## src/rtl/fp2int_pkg.sv

```systemverilog
package fp2int_pkg;
  parameter int MANT_W = 64;
  parameter int EXP_W  = 16;
  parameter int INT_W  = 32;
  parameter int CLS_W  = 3;

  typedef enum logic [CLS_W-1:0] {
    CLS_ZERO = 3'd0,
    CLS_NORM = 3'd1,
    CLS_INF  = 3'd2,
    CLS_QNAN = 3'd3,
    CLS_SNAN = 3'd4
  } fp_class_e;
endpackage

```

## src/rtl/fp2int_align.sv

```systemverilog
// Moves the integer part of the mantissa into an INT_W-bit word and
// reports whether any bit fell below the binary point.
module fp2int_align #(
  parameter int MANT_W = 64,
  parameter int EXP_W  = 16,
  parameter int INT_W  = 32
) (
  input  logic [EXP_W-1:0]  exp_i,
  input  logic [MANT_W-1:0] mant_i,
  output logic [INT_W-1:0]  mag_o,
  output logic              lost_o,
  output logic              big_o
);
  localparam int SH_W = $clog2(MANT_W);

  logic              exp_neg;
  logic [SH_W-1:0]   sh_amt;
  logic [MANT_W-1:0] shifted;
  logic [MANT_W-1:0] below;

  always_comb begin
    exp_neg = exp_i[EXP_W-1];
    big_o   = !exp_neg && ($signed(exp_i) > $signed(EXP_W'(INT_W - 1)));
    sh_amt  = SH_W'(MANT_W - 1) - exp_i[SH_W-1:0];
    shifted = mant_i >> sh_amt;
    below   = mant_i << (SH_W'(MANT_W) - sh_amt);
    if (exp_neg) begin
      mag_o  = '0;
      lost_o = |mant_i;
    end else if (big_o) begin
      mag_o  = '0;
      lost_o = 1'b0;
    end else begin
      mag_o  = shifted[INT_W-1:0];
      lost_o = (sh_amt == '0) ? 1'b0 : |below;
    end
  end
endmodule

```

## src/rtl/fp2int_sat.sv

```systemverilog
// Picks the final integer and flags from the class, sign and aligned magnitude.
module fp2int_sat
  import fp2int_pkg::*;
#(
  parameter int INT_W = 32
) (
  input  logic [CLS_W-1:0] cls_i,
  input  logic             sign_i,
  input  logic [INT_W-1:0] mag_i,
  input  logic             lost_i,
  input  logic             big_i,
  output logic [INT_W-1:0] res_o,
  output logic             nx_o,
  output logic             nv_o
);
  localparam logic [INT_W:0] LIMIT = (INT_W+1)'(1) << (INT_W - 1);

  logic           ovf_num;
  logic [INT_W:0] limit_s;
  logic [INT_W-1:0] sat_val;

  always_comb begin
    limit_s = LIMIT + (INT_W+1)'(sign_i);
    ovf_num = big_i || ({1'b0, mag_i} >= limit_s);
    sat_val = sign_i ? {1'b1, {(INT_W-1){1'b0}}} : {1'b0, {(INT_W-1){1'b1}}};
    res_o   = '0;
    nx_o    = 1'b0;
    nv_o    = 1'b0;
    case (cls_i)
      CLS_ZERO: begin
        res_o = '0;
      end
      CLS_NORM: begin
        if (ovf_num) begin
          res_o = sat_val;
          nv_o  = 1'b1;
        end else begin
          res_o = sign_i ? (~mag_i + INT_W'(1)) : mag_i;
          nx_o  = lost_i;
        end
      end
      default: begin
        res_o = sat_val;
        nv_o  = 1'b1;
      end
    endcase
  end
endmodule

```

## src/rtl/fp2int_outreg.sv

```systemverilog
// Output stage: result and flags load on the accept strobe, valid follows it.
module fp2int_outreg #(
  parameter int INT_W = 32
) (
  input  logic             clk,
  input  logic             rst_n,
  input  logic             load_i,
  input  logic [INT_W-1:0] res_i,
  input  logic             nx_i,
  input  logic             nv_i,
  output logic             vld_o,
  output logic [INT_W-1:0] res_o,
  output logic             nx_o,
  output logic             nv_o
);
  logic [INT_W-1:0] res_d;
  logic             nx_d;
  logic             nv_d;

  always_comb begin
    res_d = res_o;
    nx_d  = nx_o;
    nv_d  = nv_o;
    if (load_i) begin
      res_d = res_i;
      nx_d  = nx_i;
      nv_d  = nv_i;
    end
  end

  always_ff @(posedge clk or negedge rst_n) begin
    if (!rst_n) begin
      vld_o <= 1'b0;
      res_o <= '0;
      nx_o  <= 1'b0;
      nv_o  <= 1'b0;
    end else begin
      vld_o <= load_i;
      res_o <= res_d;
      nx_o  <= nx_d;
      nv_o  <= nv_d;
    end
  end
endmodule

```

## src/rtl/fp2int_conv.sv

```systemverilog
module fp2int_conv
  import fp2int_pkg::*;
(
  input  logic              clk,
  input  logic              rst_n,
  input  logic              in_valid,
  input  logic [CLS_W-1:0]  in_class,
  input  logic              in_sign,
  input  logic [EXP_W-1:0]  in_exp,
  input  logic [MANT_W-1:0] in_mant,
  output logic              out_valid,
  output logic [INT_W-1:0]  out_int,
  output logic              out_inexact,
  output logic              out_invalid
);
  logic [INT_W-1:0] mag;
  logic             lost;
  logic             big;
  logic [INT_W-1:0] res;
  logic             nx;
  logic             nv;

  fp2int_align #(.MANT_W(MANT_W), .EXP_W(EXP_W), .INT_W(INT_W)) u_align (
    .exp_i  (in_exp),
    .mant_i (in_mant),
    .mag_o  (mag),
    .lost_o (lost),
    .big_o  (big)
  );

  fp2int_sat #(.INT_W(INT_W)) u_sat (
    .cls_i  (in_class),
    .sign_i (in_sign),
    .mag_i  (mag),
    .lost_i (lost),
    .big_i  (big),
    .res_o  (res),
    .nx_o   (nx),
    .nv_o   (nv)
  );

  fp2int_outreg #(.INT_W(INT_W)) u_outreg (
    .clk    (clk),
    .rst_n  (rst_n),
    .load_i (in_valid),
    .res_i  (res),
    .nx_i   (nx),
    .nv_i   (nv),
    .vld_o  (out_valid),
    .res_o  (out_int),
    .nx_o   (out_inexact),
    .nv_o   (out_invalid)
  );
endmodule

```

## config.mk

```make
export PLATFORM = sky130hd
export DESIGN_NAME = fp2int_conv
export DESIGN_NICKNAME = d
export VERILOG_FILES = /design/src/rtl/fp2int_pkg.sv /design/src/rtl/fp2int_align.sv /design/src/rtl/fp2int_sat.sv /design/src/rtl/fp2int_outreg.sv /design/src/rtl/fp2int_conv.sv
export SDC_FILE = /design/constraint.sdc
export NUM_CORES = 1
export LEC_CHECK = 0
export ABC_AREA = 0
export BUFFER_PORTS_ARGS = -buffer_cell sky130_fd_sc_hd__buf_2
export CAP_MARGIN = 20
export CORE_MARGIN = 4
export CORE_UTILIZATION = 64
export DETAILED_ROUTE_END_ITERATION = 10
export PLACE_DENSITY = 0.88
export SETUP_SLACK_MARGIN = 0.3
export SLEW_MARGIN = 10
export SYNTH_ARGS = -nofsm -noshare
export SYNTH_HDL_FRONTEND = slang
export SYNTH_SLANG_ARGS = --single-unit
```

## constraint.sdc

```tcl
create_clock -name clk -period 1.75 [get_ports clk]
set_input_delay 0.175 -clock clk [delete_from_list [all_inputs] [get_ports clk]]
set_output_delay 0.175 -clock clk [all_outputs]
set_load 0.02 [all_outputs]
```

==> results.toml, run 1 <==
[run_status]
status = "did not finish"
stop_stage = "clock tree synthesis"
error = "[ERROR DPL-0038] Utilization greater than 100%, impossible to legalize"

[yosys]
synth_top_family_by_area = "simple AND/OR/NAND/NOR gates"
synth.most_common_cell = "nor2_1"
yosys_warnings = 0
synthMuxAreaShare_pct = 25.9
synth_top_cells_by_count = "121 x nor2_1, 91 x nand2_1, 75 x mux2i_1"
synth-main-ff-cell = "dfrtp_1"
synth_fp_nets = 1101
synth_top_area_share_pct = 11.3
synth_xor_area_share_pct = 3.38
synth_area_leaders = "dfrtp_1 11%, mux2i_1 9.7%, mux4_2 9.6%"
synthesis.area_mm2 = 0.00778
yosysSeqAreaShare_pct = 11.3
avgSynthCellArea_um2 = 7.69
synthAdderAreaFrac_pct = 0.483
async_flop_share_pct = 100
synthSimpleGateAreaFrac_pct = 26.4
synth-edff-count = 0
synth.distinct_cells = 98
synth_compound_area_share_pct = 25.9
yosys.area.top_type = "dfrtp_1"
synth-seq-cells = 35
synthCells = 1011

[die]
ioPinCount = 122
die_x_um = 118
start_util_pct = 65.0
rows = 40
die_h_um = 118

[place]
placed_area_mm2 = 0.0111
hpwlAfterDp_um = 34700
port-buffer-count = 121
place.gp.congestion = 1.15

[clocking]
clockRootBuffer = "clkbuf_16"
h-tree-depth = 2
cts_setup_buffers = 29
clockBufferDepth = 2
cts_resized = 110
holdBufCountCts = 1
clock-sinks = 35
cts_buffers = 5
-- through the flow --
step | TNS (ns) | instances | setup WS, ns | hold WS (ns) | utilization (%)
after floorplan | -50.90 | 1011 | -1.55 | -0.121 | -
after global placement | -58.74 | 1556 | -1.86 | 0.274 | 92.4
after detailed placement | -67.86 | 1556 | -2.18 | 0.287 | 92.4
-- cell families after synthesis --
group / Yosys count
DFF: 35
and+or+nand+nor: 407
muxes: 152
xor gates and xnor gates: 30
adders and majority gates: 3
AOI/OAI and AO/OA: 279
buffers and inverters: 105
==> inputs of run 2 (changes only) <==
Settings changed: CORE_UTILIZATION 64 to 40, PLACE_DENSITY 0.88 to unset, PLACE_DENSITY_LB_ADDON set to 0.15, SETUP_SLACK_MARGIN 0.3 to unset.
==> results.toml, run 2 <==
[global_route]
first_global_vias = 10111
grtUsageTotal_pct = 32.1
overflow = 0
grt_max_degree = 36
grt_pass1_wl_um = 56000
antenna_found_initial = 0

[clocking]
clkLatencyLatePin_ns = 0.28
clockBufferDepth = 2
clockRootBuffer = "clkbuf_16"
cts_tree = "done"
clock-sinks = 35
clk_pin_slew_ns = 0.06
cts_buffers = 5
h-tree-depth = 2

[detailed_routing]
first_pass_iters = 5
ant_nets = 0
avgRoutedWirePerCell_um = 20.7
drt_iter0_markers = 838
num_vias = 10301
viasPerCell = 5.92
routed_wl_um = 36100
route.detailed.drc = 0

[timing]
whs_ns = 0.241
drv_slew = 0
min_period_ns = 3.18
hold_viol = 0
max_clock_freq_mhz = 314
worst_slew_pin_slew_ns = 0.822
fin_skew_ns = 0
rsz0062_at_grt = "true"
setup-tns-final_ns = -45.34
period_share_pct = 182
setup_slack_ns = -1.43
finalSetupViolCount = 34
slew_headroom_pct = 44.5

[yosys]
synth_compound_area_share_pct = 25.9
synth.most_common_cell = "nor2_1"
synthCells = 1011
yosys_warnings = 0
synth_fp_nets = 1101
synth_area_leaders = "dfrtp_1 11%, mux2i_1 9.7%, mux4_2 9.6%"
yosys.area.top_type = "dfrtp_1"
synth-seq-cells = 35
synth_top_family_by_area = "simple AND/OR/NAND/NOR gates"
avgSynthCellArea_um2 = 7.69
synth.distinct_cells = 98
yosysSeqAreaShare_pct = 11.3
async_flop_share_pct = 100
synth-edff-count = 0
synthSimpleGateAreaFrac_pct = 26.4
synth_top_cells_by_count = "121 x nor2_1, 91 x nand2_1, 75 x mux2i_1"
synth_top_area_share_pct = 11.3
synthMuxAreaShare_pct = 25.9
synth_xor_area_share_pct = 3.38
synth-main-ff-cell = "dfrtp_1"
synthAdderAreaFrac_pct = 0.483
synthesis.area_mm2 = 0.00778

[layout]
stdcell_area_mm2 = 0.0124
n_fill_cell = 1668
final_layout_size_suffix_gt1_share_pct = 50.9
largest_register_ffs = 32
area_delta_synth_final_pct = 59.7
final_cell_mix = "383 x buf_4, 119 x nor2_1, 118 x buf_2"
final_common_cell = "buf_4"
multiInputGateArea_mm2 = 0.00682
diodes = 0
largest_register = "u_outreg.res_o"
finalNonFillerCells = 1740
utilization_pct = 65.8
register_area_um2 = 876
layout.nets = 1569

[hold_path]
hp-class = "in2reg"
whs_path_depth = 3

[run_status]
violations = "negative setup slack"
status = "finished, violations left"

[worst_setup_path]
crit_chain = "buf_16 -> buf_12 -> buf_4 -> buf_4 -> mux2i_2 -> mux4_2 -> inv_1 -> mux4_2 -> o21ai_4 -> nand4_1 -> a21o_1 -> o22a_4 -> nor3_4 -> buf_12 -> buf_6 -> buf_6 -> o22ai_2 -> a21oi_2"
critPathMaxFanout = 7
max_stage_delay_ns = 0.53
arrival_ns = 3.40
critical_path.slowest_cell = "mux4_2"
worstPathRequired_ns = 1.97
start_kind = "input port"
crit_path_end_kind = "register"
worstSetupPathType = "in2reg"
reg2reg_depth = 1

[place]
hpwlAfterDp_um = 29000
port-buffer-count = 121
placed_area_mm2 = 0.0114
place.gp.congestion = 0.993
post-place-ws_ns = -1.92
place_inst = 1697

[power]
totalPowerFinal_mw = 5.22
total_leakage_power_nw = 5.63
pwr_density_cell_mw_per_mm2 = 420
peakVddDrop_mv = 0.383

[die]
die_h_um = 147
die-area_mm2 = 0.0217
rows = 50
core_mm2 = 0.0189
die_x_um = 147
ioPinCount = 122
start_util_pct = 41.2

[run]
drv_cap = 0
[run 2: cell counts after synthesis]
Identical to the previous run, type by type.
[run 2: report_power, final]
group	switching, mW	internal [mW]
sequential	0.0465	0.897
clock	0.349	0.708
combinational	1.66	1.56
total	2.06	3.17
[run 2: area by class of cell]
cell class / instances / area share, %
Inverter: 21 / 0.665
Timing Repair Buffer: 545 / 33.4
Clock buffer: 6 / 1.12
Clock inverter: 2 / 0.282
Tap cell: 260 / 2.62
Multi-Input combinational cell: 871 / 54.9
Sequential cell: 35 / 7.05
[run 2: worst paths after layout]
path / end / start / slack, ns
worst max-delay path: u_outreg.res_o[27] / in_exp[1] / -1.43
worst min-delay path: u_outreg.nv_o / in_class[0] / 0.24
worst max register to register: u_outreg.nx_o / u_outreg.nx_o / 1.05
worst min register to register: u_outreg.res_o[0] / u_outreg.res_o[0] / 0.47
max in group asynchronous: u_outreg.res_o[5] / rst_n / 0.74
min in group asynchronous: u_outreg.res_o[21] / rst_n / 0.51
[run 2: cells by family (layout without fill, tap and decap cells)]
logic type / Yosys count / count (layout)
DFF: 35 / 35
xor gates and xnor gates: 30 / 30
muxes: 152 / 152
AOI/OAI and AO/OA: 279 / 279
buffers and inverters: 105 / 574
adders and majority gates: 3 / 3
and+or+nand+nor: 407 / 407
[run 2: worst max-delay path: cells and delay by family]
family | cells | cell delay, ns
multiplexers | 3 | 0.99
buffers and inverters | 8 | 0.96
AO/OA/AOI/OAI | 5 | 0.87
AND/OR/NAND/NOR | 2 | 0.37
[run 2: what timing repair did]
| item | CTS | global route |
|---|---|---|
| gates resized for setup | 82 | 46 |
| pin swaps | 22 | 21 |
| hold endpoints to repair | 18 | 0 |
| cloned | 3 | 0 |
| setup endpoints to repair | 34 | 34 |
| hold buffers | 1 | 0 |
| setup buffers | 22 | 10 |
[run 2: layer usage]
layer,vias to the layer above,routed length [um],track usage [%]
met2,445,17100,53.5
met3,66,2730,4.54
met4,0,1010,8.34
li1,4804,-,-
met1,4986,15300,44.0
met5,-,0,0
No activity file was read; power rests on OpenSTA's default activity.
